===== config.mk =====
export PLATFORM = sky130hd
export DESIGN_NAME = mdio_target
export DESIGN_NICKNAME = d
export VERILOG_FILES = /design/src/rtl/mdio_target_pkg.sv /design/src/rtl/mdio_frame_fsm.sv /design/src/rtl/mdio_reg_bank.sv /design/src/rtl/mdio_irq_unit.sv /design/src/rtl/mdio_target.sv
export SDC_FILE = /design/constraint.sdc
export NUM_CORES = 1
export LEC_CHECK = 0
export BUFFER_PORTS_ARGS = -buffer_cell sky130_fd_sc_hd__buf_2
export CORE_ASPECT_RATIO = 0.5
export CORE_MARGIN = 5
export CORE_UTILIZATION = 40
export CTS_CLUSTER_SIZE = 30
export DETAILED_ROUTE_END_ITERATION = 10
export PLACE_DENSITY = 0.63
export SETUP_SLACK_MARGIN = 0.15
export SYNTH_ARGS = -nofsm -noshare
export SYNTH_HDL_FRONTEND = slang
export SYNTH_SLANG_ARGS = --single-unit

===== constraint.sdc =====
create_clock -name mdc -period 2 [get_ports mdc]
set_input_delay 0.3 -clock mdc [delete_from_list [all_inputs] [get_ports mdc]]
set_output_delay 0.3 -clock mdc [all_outputs]
set_load 0.02 [all_outputs]

===== src/rtl/mdio_target_pkg.sv =====
package mdio_target_pkg;

    localparam int MDIO_DW = 16;
    localparam int MDIO_AW = 5;

    typedef enum logic [2:0] {
        ST_PRE,
        ST_START,
        ST_OP,
        ST_PHY,
        ST_REG,
        ST_TA,
        ST_DATA
    } fsm_state_e;

    typedef struct packed {
        fsm_state_e           st;
        logic                 is_rd;
        logic                 op_hi;
        logic [MDIO_AW-1:0]   adr;
        logic                 hit;
        logic [MDIO_DW-1:0]   sh;
        logic                 drv;
        logic                 oe;
    } fsm_t;

endpackage


===== src/rtl/mdio_frame_fsm.sv =====
module mdio_frame_fsm
    import mdio_target_pkg::*;
#(
    parameter int PRE_LEN = 32
) (
    input  logic               clk,
    input  logic               rst_n,
    input  logic [MDIO_AW-1:0] phy_addr,
    input  logic               mdio_i,
    input  logic [MDIO_DW-1:0] rd_data,
    output logic               rd_stb,
    output logic               wr_stb,
    output logic [MDIO_AW-1:0] acc_addr,
    output logic [MDIO_DW-1:0] wr_data,
    output logic               mdio_o,
    output logic               mdio_oe
);

    localparam int CW_P  = $clog2(PRE_LEN + 1);
    localparam int CW_D  = $clog2(MDIO_DW);
    localparam int CNT_W = (CW_P > CW_D) ? CW_P : CW_D;
    localparam logic [CNT_W-1:0] PRE_FULL = CNT_W'(PRE_LEN);
    localparam logic [CNT_W-1:0] ADR_LAST = CNT_W'(MDIO_AW - 1);
    localparam logic [CNT_W-1:0] DAT_LAST = CNT_W'(MDIO_DW - 1);

    fsm_t             s_d, s_q;
    logic [CNT_W-1:0] cnt_d, cnt_q;
    logic [MDIO_AW-1:0] adr_in;

    assign adr_in  = {s_q.adr[MDIO_AW-2:0], mdio_i};
    assign wr_data = {s_q.sh[MDIO_DW-2:0], mdio_i};

    always_comb begin
        s_d      = s_q;
        cnt_d    = cnt_q;
        rd_stb   = 1'b0;
        wr_stb   = 1'b0;
        acc_addr = s_q.adr;
        case (s_q.st)
            ST_PRE: begin
                if (mdio_i) begin
                    if (cnt_q != PRE_FULL) cnt_d = cnt_q + 1'b1;
                end else if (cnt_q == PRE_FULL) begin
                    s_d.st = ST_START;
                    cnt_d  = '0;
                end else begin
                    cnt_d = '0;
                end
            end
            ST_START: begin
                s_d.st = mdio_i ? ST_OP : ST_PRE;
                cnt_d  = '0;
            end
            ST_OP: begin
                if (cnt_q == '0) begin
                    s_d.op_hi = mdio_i;
                    cnt_d     = 1;
                end else if (s_q.op_hi != mdio_i) begin
                    s_d.is_rd = s_q.op_hi;
                    s_d.st    = ST_PHY;
                    cnt_d     = '0;
                end else begin
                    s_d.st = ST_PRE;
                    cnt_d  = '0;
                end
            end
            ST_PHY: begin
                s_d.adr = adr_in;
                if (cnt_q == ADR_LAST) begin
                    s_d.hit = (adr_in == phy_addr);
                    s_d.st  = ST_REG;
                    cnt_d   = '0;
                end else begin
                    cnt_d = cnt_q + 1'b1;
                end
            end
            ST_REG: begin
                acc_addr = adr_in;
                s_d.adr  = adr_in;
                if (cnt_q == ADR_LAST) begin
                    s_d.st = ST_TA;
                    cnt_d  = '0;
                    if (s_q.hit && s_q.is_rd) begin
                        rd_stb = 1'b1;
                        s_d.sh = rd_data;
                    end
                end else begin
                    cnt_d = cnt_q + 1'b1;
                end
            end
            ST_TA: begin
                if (cnt_q == '0) begin
                    if (s_q.hit && s_q.is_rd) begin
                        s_d.oe  = 1'b1;
                        s_d.drv = 1'b0;
                    end
                    cnt_d = 1;
                end else begin
                    if (s_q.oe) begin
                        s_d.drv = s_q.sh[MDIO_DW-1];
                        s_d.sh  = {s_q.sh[MDIO_DW-2:0], 1'b0};
                    end
                    s_d.st = ST_DATA;
                    cnt_d  = '0;
                end
            end
            ST_DATA: begin
                if (s_q.oe) begin
                    s_d.drv = s_q.sh[MDIO_DW-1];
                    s_d.sh  = {s_q.sh[MDIO_DW-2:0], 1'b0};
                end else begin
                    s_d.sh = wr_data;
                end
                if (cnt_q == DAT_LAST) begin
                    wr_stb  = s_q.hit && !s_q.is_rd;
                    s_d.oe  = 1'b0;
                    s_d.drv = 1'b0;
                    s_d.st  = ST_PRE;
                    cnt_d   = '0;
                end else begin
                    cnt_d = cnt_q + 1'b1;
                end
            end
            default: begin
                s_d.st = ST_PRE;
                cnt_d  = '0;
            end
        endcase
    end

    always_ff @(posedge clk or negedge rst_n) begin
        if (!rst_n) begin
            s_q   <= '{st: ST_PRE, default: '0};
            cnt_q <= '0;
        end else begin
            s_q   <= s_d;
            cnt_q <= cnt_d;
        end
    end

    assign mdio_o  = s_q.drv;
    assign mdio_oe = s_q.oe;

endmodule


===== src/rtl/mdio_reg_bank.sv =====
module mdio_reg_bank
    import mdio_target_pkg::*;
#(
    parameter logic [MDIO_DW-1:0] CTRL_RST = 16'h1000,
    parameter int                 N_RO     = 6,
    parameter logic [N_RO*MDIO_DW-1:0] RO_VALS =
        {16'h0000, 16'h05E1, 16'h01E1, 16'h5C90, 16'h2000, 16'h7849}
) (
    input  logic               clk,
    input  logic               rst_n,
    input  logic               wr_stb,
    input  logic [MDIO_AW-1:0] acc_addr,
    input  logic [MDIO_DW-1:0] wr_data,
    input  logic [MDIO_DW-1:0] irq_word,
    output logic [MDIO_DW-1:0] rd_data,
    output logic               irq_pol
);

    localparam logic [MDIO_AW-1:0] A_CTRL = 5'h00;
    localparam logic [MDIO_AW-1:0] A_IRQ  = 5'h1B;
    localparam logic [MDIO_AW-1:0] A_CFG  = 5'h1F;
    localparam int                 POL_BIT = 9;

    logic [MDIO_DW-1:0] ctrl_d, ctrl_q;
    logic [MDIO_DW-1:0] cfg_d,  cfg_q;

    always_comb begin
        ctrl_d  = ctrl_q;
        cfg_d   = cfg_q;
        rd_data = '0;
        if (wr_stb && acc_addr == A_CTRL) ctrl_d = wr_data;
        if (wr_stb && acc_addr == A_CFG)  cfg_d  = wr_data;
        if (acc_addr == A_CTRL)      rd_data = ctrl_q;
        else if (acc_addr == A_IRQ)  rd_data = irq_word;
        else if (acc_addr == A_CFG)  rd_data = cfg_q;
        for (int i = 1; i <= N_RO; i++) begin
            if (acc_addr == MDIO_AW'(i)) rd_data = RO_VALS[MDIO_DW*(i-1) +: MDIO_DW];
        end
    end

    always_ff @(posedge clk or negedge rst_n) begin
        if (!rst_n) begin
            ctrl_q <= CTRL_RST;
            cfg_q  <= '0;
        end else begin
            ctrl_q <= ctrl_d;
            cfg_q  <= cfg_d;
        end
    end

    assign irq_pol = cfg_q[POL_BIT];

endmodule


===== src/rtl/mdio_irq_unit.sv =====
module mdio_irq_unit
    import mdio_target_pkg::*;
#(
    parameter int N_SRC = 8
) (
    input  logic               clk,
    input  logic               rst_n,
    input  logic               wr_stb,
    input  logic               rd_stb,
    input  logic [MDIO_AW-1:0] acc_addr,
    input  logic [N_SRC-1:0]   en_wr,
    input  logic [N_SRC-1:0]   irq_event,
    input  logic               irq_pol,
    output logic [2*N_SRC-1:0] irq_word,
    output logic               irq_pin
);

    localparam logic [MDIO_AW-1:0] A_IRQ = 5'h1B;

    logic [N_SRC-1:0] en_d,  en_q;
    logic [N_SRC-1:0] flg_d, flg_q;
    logic             active;

    always_comb begin
        en_d  = en_q;
        flg_d = flg_q;
        if (wr_stb && acc_addr == A_IRQ) en_d = en_wr;
        if (rd_stb && acc_addr == A_IRQ) flg_d = '0;
        flg_d = flg_d | irq_event;
    end

    always_ff @(posedge clk or negedge rst_n) begin
        if (!rst_n) begin
            en_q  <= '0;
            flg_q <= '0;
        end else begin
            en_q  <= en_d;
            flg_q <= flg_d;
        end
    end

    assign active   = |(en_q & flg_q);
    assign irq_pin  = irq_pol ? active : !active;
    assign irq_word = {en_q, flg_q};

endmodule


===== src/rtl/mdio_target.sv =====
module mdio_target
    import mdio_target_pkg::*;
#(
    parameter int PRE_LEN = 32,
    parameter int N_SRC   = 8
) (
    input  logic               mdc,
    input  logic               rst_n,
    input  logic [MDIO_AW-1:0] phy_addr,
    input  logic               mdio_i,
    output logic               mdio_o,
    output logic               mdio_oe,
    input  logic [N_SRC-1:0]   irq_event,
    output logic               irq_pin
);

    logic               rd_stb_w, wr_stb_w, irq_pol_w;
    logic [MDIO_AW-1:0] acc_addr_w;
    logic [MDIO_DW-1:0] wr_data_w, rd_data_w;
    logic [2*N_SRC-1:0] irq_word_w;

    mdio_frame_fsm #(.PRE_LEN(PRE_LEN)) u_fsm (
        .clk      (mdc),
        .rst_n    (rst_n),
        .phy_addr (phy_addr),
        .mdio_i   (mdio_i),
        .rd_data  (rd_data_w),
        .rd_stb   (rd_stb_w),
        .wr_stb   (wr_stb_w),
        .acc_addr (acc_addr_w),
        .wr_data  (wr_data_w),
        .mdio_o   (mdio_o),
        .mdio_oe  (mdio_oe)
    );

    mdio_reg_bank u_bank (
        .clk      (mdc),
        .rst_n    (rst_n),
        .wr_stb   (wr_stb_w),
        .acc_addr (acc_addr_w),
        .wr_data  (wr_data_w),
        .irq_word (irq_word_w),
        .rd_data  (rd_data_w),
        .irq_pol  (irq_pol_w)
    );

    mdio_irq_unit #(.N_SRC(N_SRC)) u_irq (
        .clk       (mdc),
        .rst_n     (rst_n),
        .wr_stb    (wr_stb_w),
        .rd_stb    (rd_stb_w),
        .acc_addr  (acc_addr_w),
        .en_wr     (wr_data_w[MDIO_DW-1 -: N_SRC]),
        .irq_event (irq_event),
        .irq_pol   (irq_pol_w),
        .irq_word  (irq_word_w),
        .irq_pin   (irq_pin)
    );

endmodule


==> Flow_metrics.wiki <==
{| class="wikitable"
! Metric !! Value
|-
| Final slew viol count || 0
|-
| DRT iter0 DRCs || about 390
|-
| Final Hold Viols || 0
|-
| HP Class || input port to flop
|-
| Worst slack, placed || -210.5 ps
|-
| Syn Nets || 463
|-
| FILL cells || 979
|-
| Final Setup Violations || 60
|-
| Fraction of power spent switching nets || 36.73%
|-
| Total number of placement rows || 28
|-
| Cell breakdown of the critical path || inv_1 -> ha_2 -> or3b_4 -> buf_8 -> nor3_4 -> buf_4 -> nand2_1 -> and3_1 -> mux2_4
|-
| Most frequent cells after synthesis || 82 x sky130_fd_sc_hd__dfrtp_1, 39 x sky130_fd_sc_hd__mux2_2, 39 x sky130_fd_sc_hd__nand2_1, 20 x sky130_fd_sc_hd__mux2_4, 19 x sky130_fd_sc_hd__nor2_1
|-
| Detailed Routing Iterations Pass 1 || 5
|-
| Leading register cell type out of synthesis || sky130_fd_sc_hd__dfrtp_1
|-
| Remaining antenna violation count after routing || 0
|-
| Endpoint of the most critical register-to-register path || u_fsm.mdio_o
|-
| Chip height || between 80 and 90 um
|-
| Failing checks || setup timing
|-
| Critical path launch point || u_fsm.cnt_q[1]
|-
| Worst setup path end || u_fsm.mdio_o
|-
| Worst-case register-to-register setup slack || -190 ps
|-
| Number of antenna violations at the first check in global routing || 0
|-
| Seq/Total Area, Yosys || between 40% and 50%
|-
| Synthesis-to-finish area growth || 46.37%
|-
| Overflow after GRT || 0
|-
| Final standard cell count with taps included and fillers excluded || around 740
|-
| Number of H-tree levels || 3
|-
| Clock tree root buffer cell || sky130_fd_sc_hd__clkbuf_16
|-
| CP max FO || 5
|-
| Synth Instances || around 450
|-
| Top delay family on crit path || simple AND/OR/NAND/NOR gates
|-
| Proportion of layout cells with a drive suffix above 1 || 51.39%
|-
| Die footprint || 14410 um^2
|-
| Final core utilization || between 50 and 60%
|-
| Cell area after layout || between 7000 and 8000 um^2
|-
| Number of buffers inserted during clock tree synthesis || 9
|-
| Number of vias per cell || 5.648
|-
| Peak Freq || approximately 0.46 GHz
|-
| Status || complete, but fails checks
|-
| Internal cell power || between 4 and 5 mW
|-
| YS warnings || 0
|-
| Most common cell in the synthesized netlist || sky130_fd_sc_hd__dfrtp_1
|-
| Post-synthesis async set-or-reset flop share || 100.0%
|-
| Switching component of the power || 2.746 mW
|-
| Placeable core area || 11770 um^2
|-
| Initial core utilization || 40.73%
|-
| Crit Reg-Reg Startpoint || u_fsm.cnt_q[1]
|-
| Buffers on Ports || 18
|-
| Worst hold start || irq_event[4]
|-
| Critical path's slowest cell || sky130_fd_sc_hd__or3b_4
|-
| Worst-Skew Late Latency || ~350 ps
|-
| Fraction of post-synthesis cell area in the top cell type by area || a little over two fifths
|-
| Min cycle time layout || approximately 2200 ps
|-
| HPWL Detailed || roughly 9.5 mm
|-
| Vias post-DR || around 4200
|-
| Maximum clock skew at final layout || ~9.3 ps
|-
| Post-Route Hold Slack || 131.5 ps
|-
| Relative contribution of the clock network to total power || 23.4%
|-
| DRC violation count after routing || 0
|-
| Slowest stage delay, CP || 410 ps
|-
| Die Wd || 164.8 um
|-
| Crit path setup slack, layout || -193.2 ps
|-
| Post-synthesis cell type with the largest combined area || sky130_fd_sc_hd__dfrtp_1
|-
| Number of register bits inferred by synthesis || 83
|-
| Share of power burned in registers || 28.7%
|-
| All-layer global routing usage || about a fifth
|-
| Count of flip-flops with a built-in enable after synthesis || 0
|-
| Data required time of the worst path || about 2200 ps
|-
| Signal arrival time at the worst endpoint || 2420 ps
|-
| Kind of end point of the critical path || flop
|-
| Max-Slew Margin vs Limit || around two thirds
|-
| Crit Path Category || flop to flop
|-
| Setup_tns || -6797 ps
|-
| Total power draw || 7.476 mW
|-
| Post-synthesis instance area || 4795 um^2
|-
| Max clock buf depth || 2
|-
| Overall routed net length || ~15 mm
|-
| Number of sinks driven by the clock tree || between 80 and 90
|-
| Logic depth of the worst register-to-register path || 9
|-
| Buffering stage count on the worst path with inverters included || 3
|-
| Routed length per placed instance || a little over 20 um
|-
| Clock Pin Slew Worst Setup and Hold Paths || 60 ps
|-
| P per Cell Area || 1065 nW/um^2
|-
| # IOs || 19
|-
| Count of cell instances traversed by the critical path || 9
|-
| Leak Pwr || approximately 3 nW
|-
| Count of distinct cell types in the synthesized netlist || 71
|-
| DP Area || 5804 um^2
|-
| Nature of the critical path startpoint || flop
|-
| Final period utilization || 109.7%
|-
| Fraction of power consumed by combinational cells || between 40% and 50%
|-
| Pin count of the biggest net entering global routing || 38
|-
| Final antenna diode count || 0
|-
| Max Cap Viol || 0
|-
| Transition time at the pin with the least slew margin || approximately 490 ps
|-
| Placed cells || 686
|-
| Nets || 587
|-
| Worst VDD drop || 0.5128 mV
|-
| Unrepaired setup endpoints after global routing || yes
|-
| CTS tree || yes
|-
| First-pass GRT wire length || 23.20 mm
|-
| Average instance area after synthesis || 10.77 um^2
|-
| Cells taking the most area after synthesis || sky130_fd_sc_hd__dfrtp_1 43%, sky130_fd_sc_hd__mux2_2 9.2%, sky130_fd_sc_hd__mux2_4 6.3%, sky130_fd_sc_hd__nand2_1 3.1%, sky130_fd_sc_hd__mux2i_1 1.7%
|-
| Via count of the first global-routing pass || around 4200
|-
| Final Wtd Congestion || between 0.8 and 0.9
|}
==> flip-flops by register name (all words and copies together), names as in the netlist <==
signal         count
u_fsm.wr_data     15
u_irq.flg_q        8
u_bank.ctrl_q     16
u_irq.en_q         8
u_fsm.cnt_q        6
u_fsm.mdio_oe      1
u_fsm.adr_in       4
u_fsm.mdio_o       1
u_fsm.s_q          8
u_bank.cfg_q      16
==> cells in the final DEF, fill, tap and decap left out, types with 8 or more instances in the layout <==
master / n
sky130_fd_sc_hd__buf_2: 16
sky130_fd_sc_hd__mux2i_1: 8
sky130_fd_sc_hd__clkbuf_16: 11
sky130_fd_sc_hd__buf_6: 22
sky130_fd_sc_hd__a21o_1: 9
sky130_fd_sc_hd__nor2_1: 14
sky130_fd_sc_hd__mux2_2: 25
sky130_fd_sc_hd__buf_4: 84
sky130_fd_sc_hd__o21ai_1: 9
sky130_fd_sc_hd__nand2b_1: 8
sky130_fd_sc_hd__nand2_1: 38
sky130_fd_sc_hd__inv_1: 10
sky130_fd_sc_hd__o211ai_1: 8
sky130_fd_sc_hd__and2_1: 8
sky130_fd_sc_hd__dfrtp_1: 80
sky130_fd_sc_hd__mux2_4: 34
sky130_fd_sc_hd__buf_12: 10
==> cells by family (layout without fill, tap and decap cells) <==
kind of cell | after synthesis | count (layout) | synth area share [%]
flops | 83 | 83 | 43.35
fa+ha+maj | 2 | 2 | 0.5218
buf+inv | 38 | 166 | 3.993
compound gates | 107 | 107 | 17.01
xor+xnor | 10 | 10 | 1.827
mux | 67 | 67 | 17.09
simple gates | 138 | 139 | 16.21
==> power by group through the flow <==
stage               combinational (mW)  sequential, mW  clock (mW)
floorplan                         1.65            2.13           0
global placement                  2.71            2.15           0
detailed placement                2.71            2.15           0
CTS                               3.27            2.13        1.77
global route                      3.81            2.17        1.85
finish                            3.59            2.14        1.75
==> how the worst min path moves through the flow <==
stage                              to  slack (ps)  depth (start not counted)
floorplan             u_bank.cfg_q[0]           4                          0
global placement    u_bank.ctrl_q[15]         290                          1
detailed placement     u_irq.flg_q[1]         300                          1
CTS                    u_irq.flg_q[5]         130                          2
global route           u_irq.flg_q[4]         130                          2
finish                 u_irq.flg_q[4]         130                          2
==> worst register-to-register path, cell delays in order, from the launching register on <==
cell,delay (ps)
sky130_fd_sc_hd__dfrtp_1,380
sky130_fd_sc_hd__inv_1,60
sky130_fd_sc_hd__ha_2,180
sky130_fd_sc_hd__or3b_4,410
sky130_fd_sc_hd__buf_8,150
sky130_fd_sc_hd__nor3_4,280
sky130_fd_sc_hd__buf_4,170
sky130_fd_sc_hd__nand2_1,40
sky130_fd_sc_hd__and3_1,160
sky130_fd_sc_hd__mux2_4,250
==> layer usage <==
metal	part of all wire, %	wire length, um	global-route usage [%]
met5	0	0	0
met2	45	6740	33.38
met1	47	6934	29.81
met4	1.7	253	5.660
met3	6.4	951	3.783
==> timing repair <==
action,4_1_cts,5_1_grt
setup endpoints to repair,77,80
buffers inserted,19,13
resized for setup,74,46
hold buffers,1,0
gates cloned,2,2
hold endpoints to repair,35,0
pin swaps,55,34
==> final cells by class <==
cell class	count	area, um^2	share of cell area [%]
clock buffers	12	246.5	3.512
clock inverters	4	56.30	0.8023
inverters	11	41.29	0.5883
multi-input cells	325	3090	44.04
flip-flops and latches	83	2081	29.65
well taps	165	206.4	2.942
repair buffers	139	1296	18.47
(Power assumes the default switching activity.)
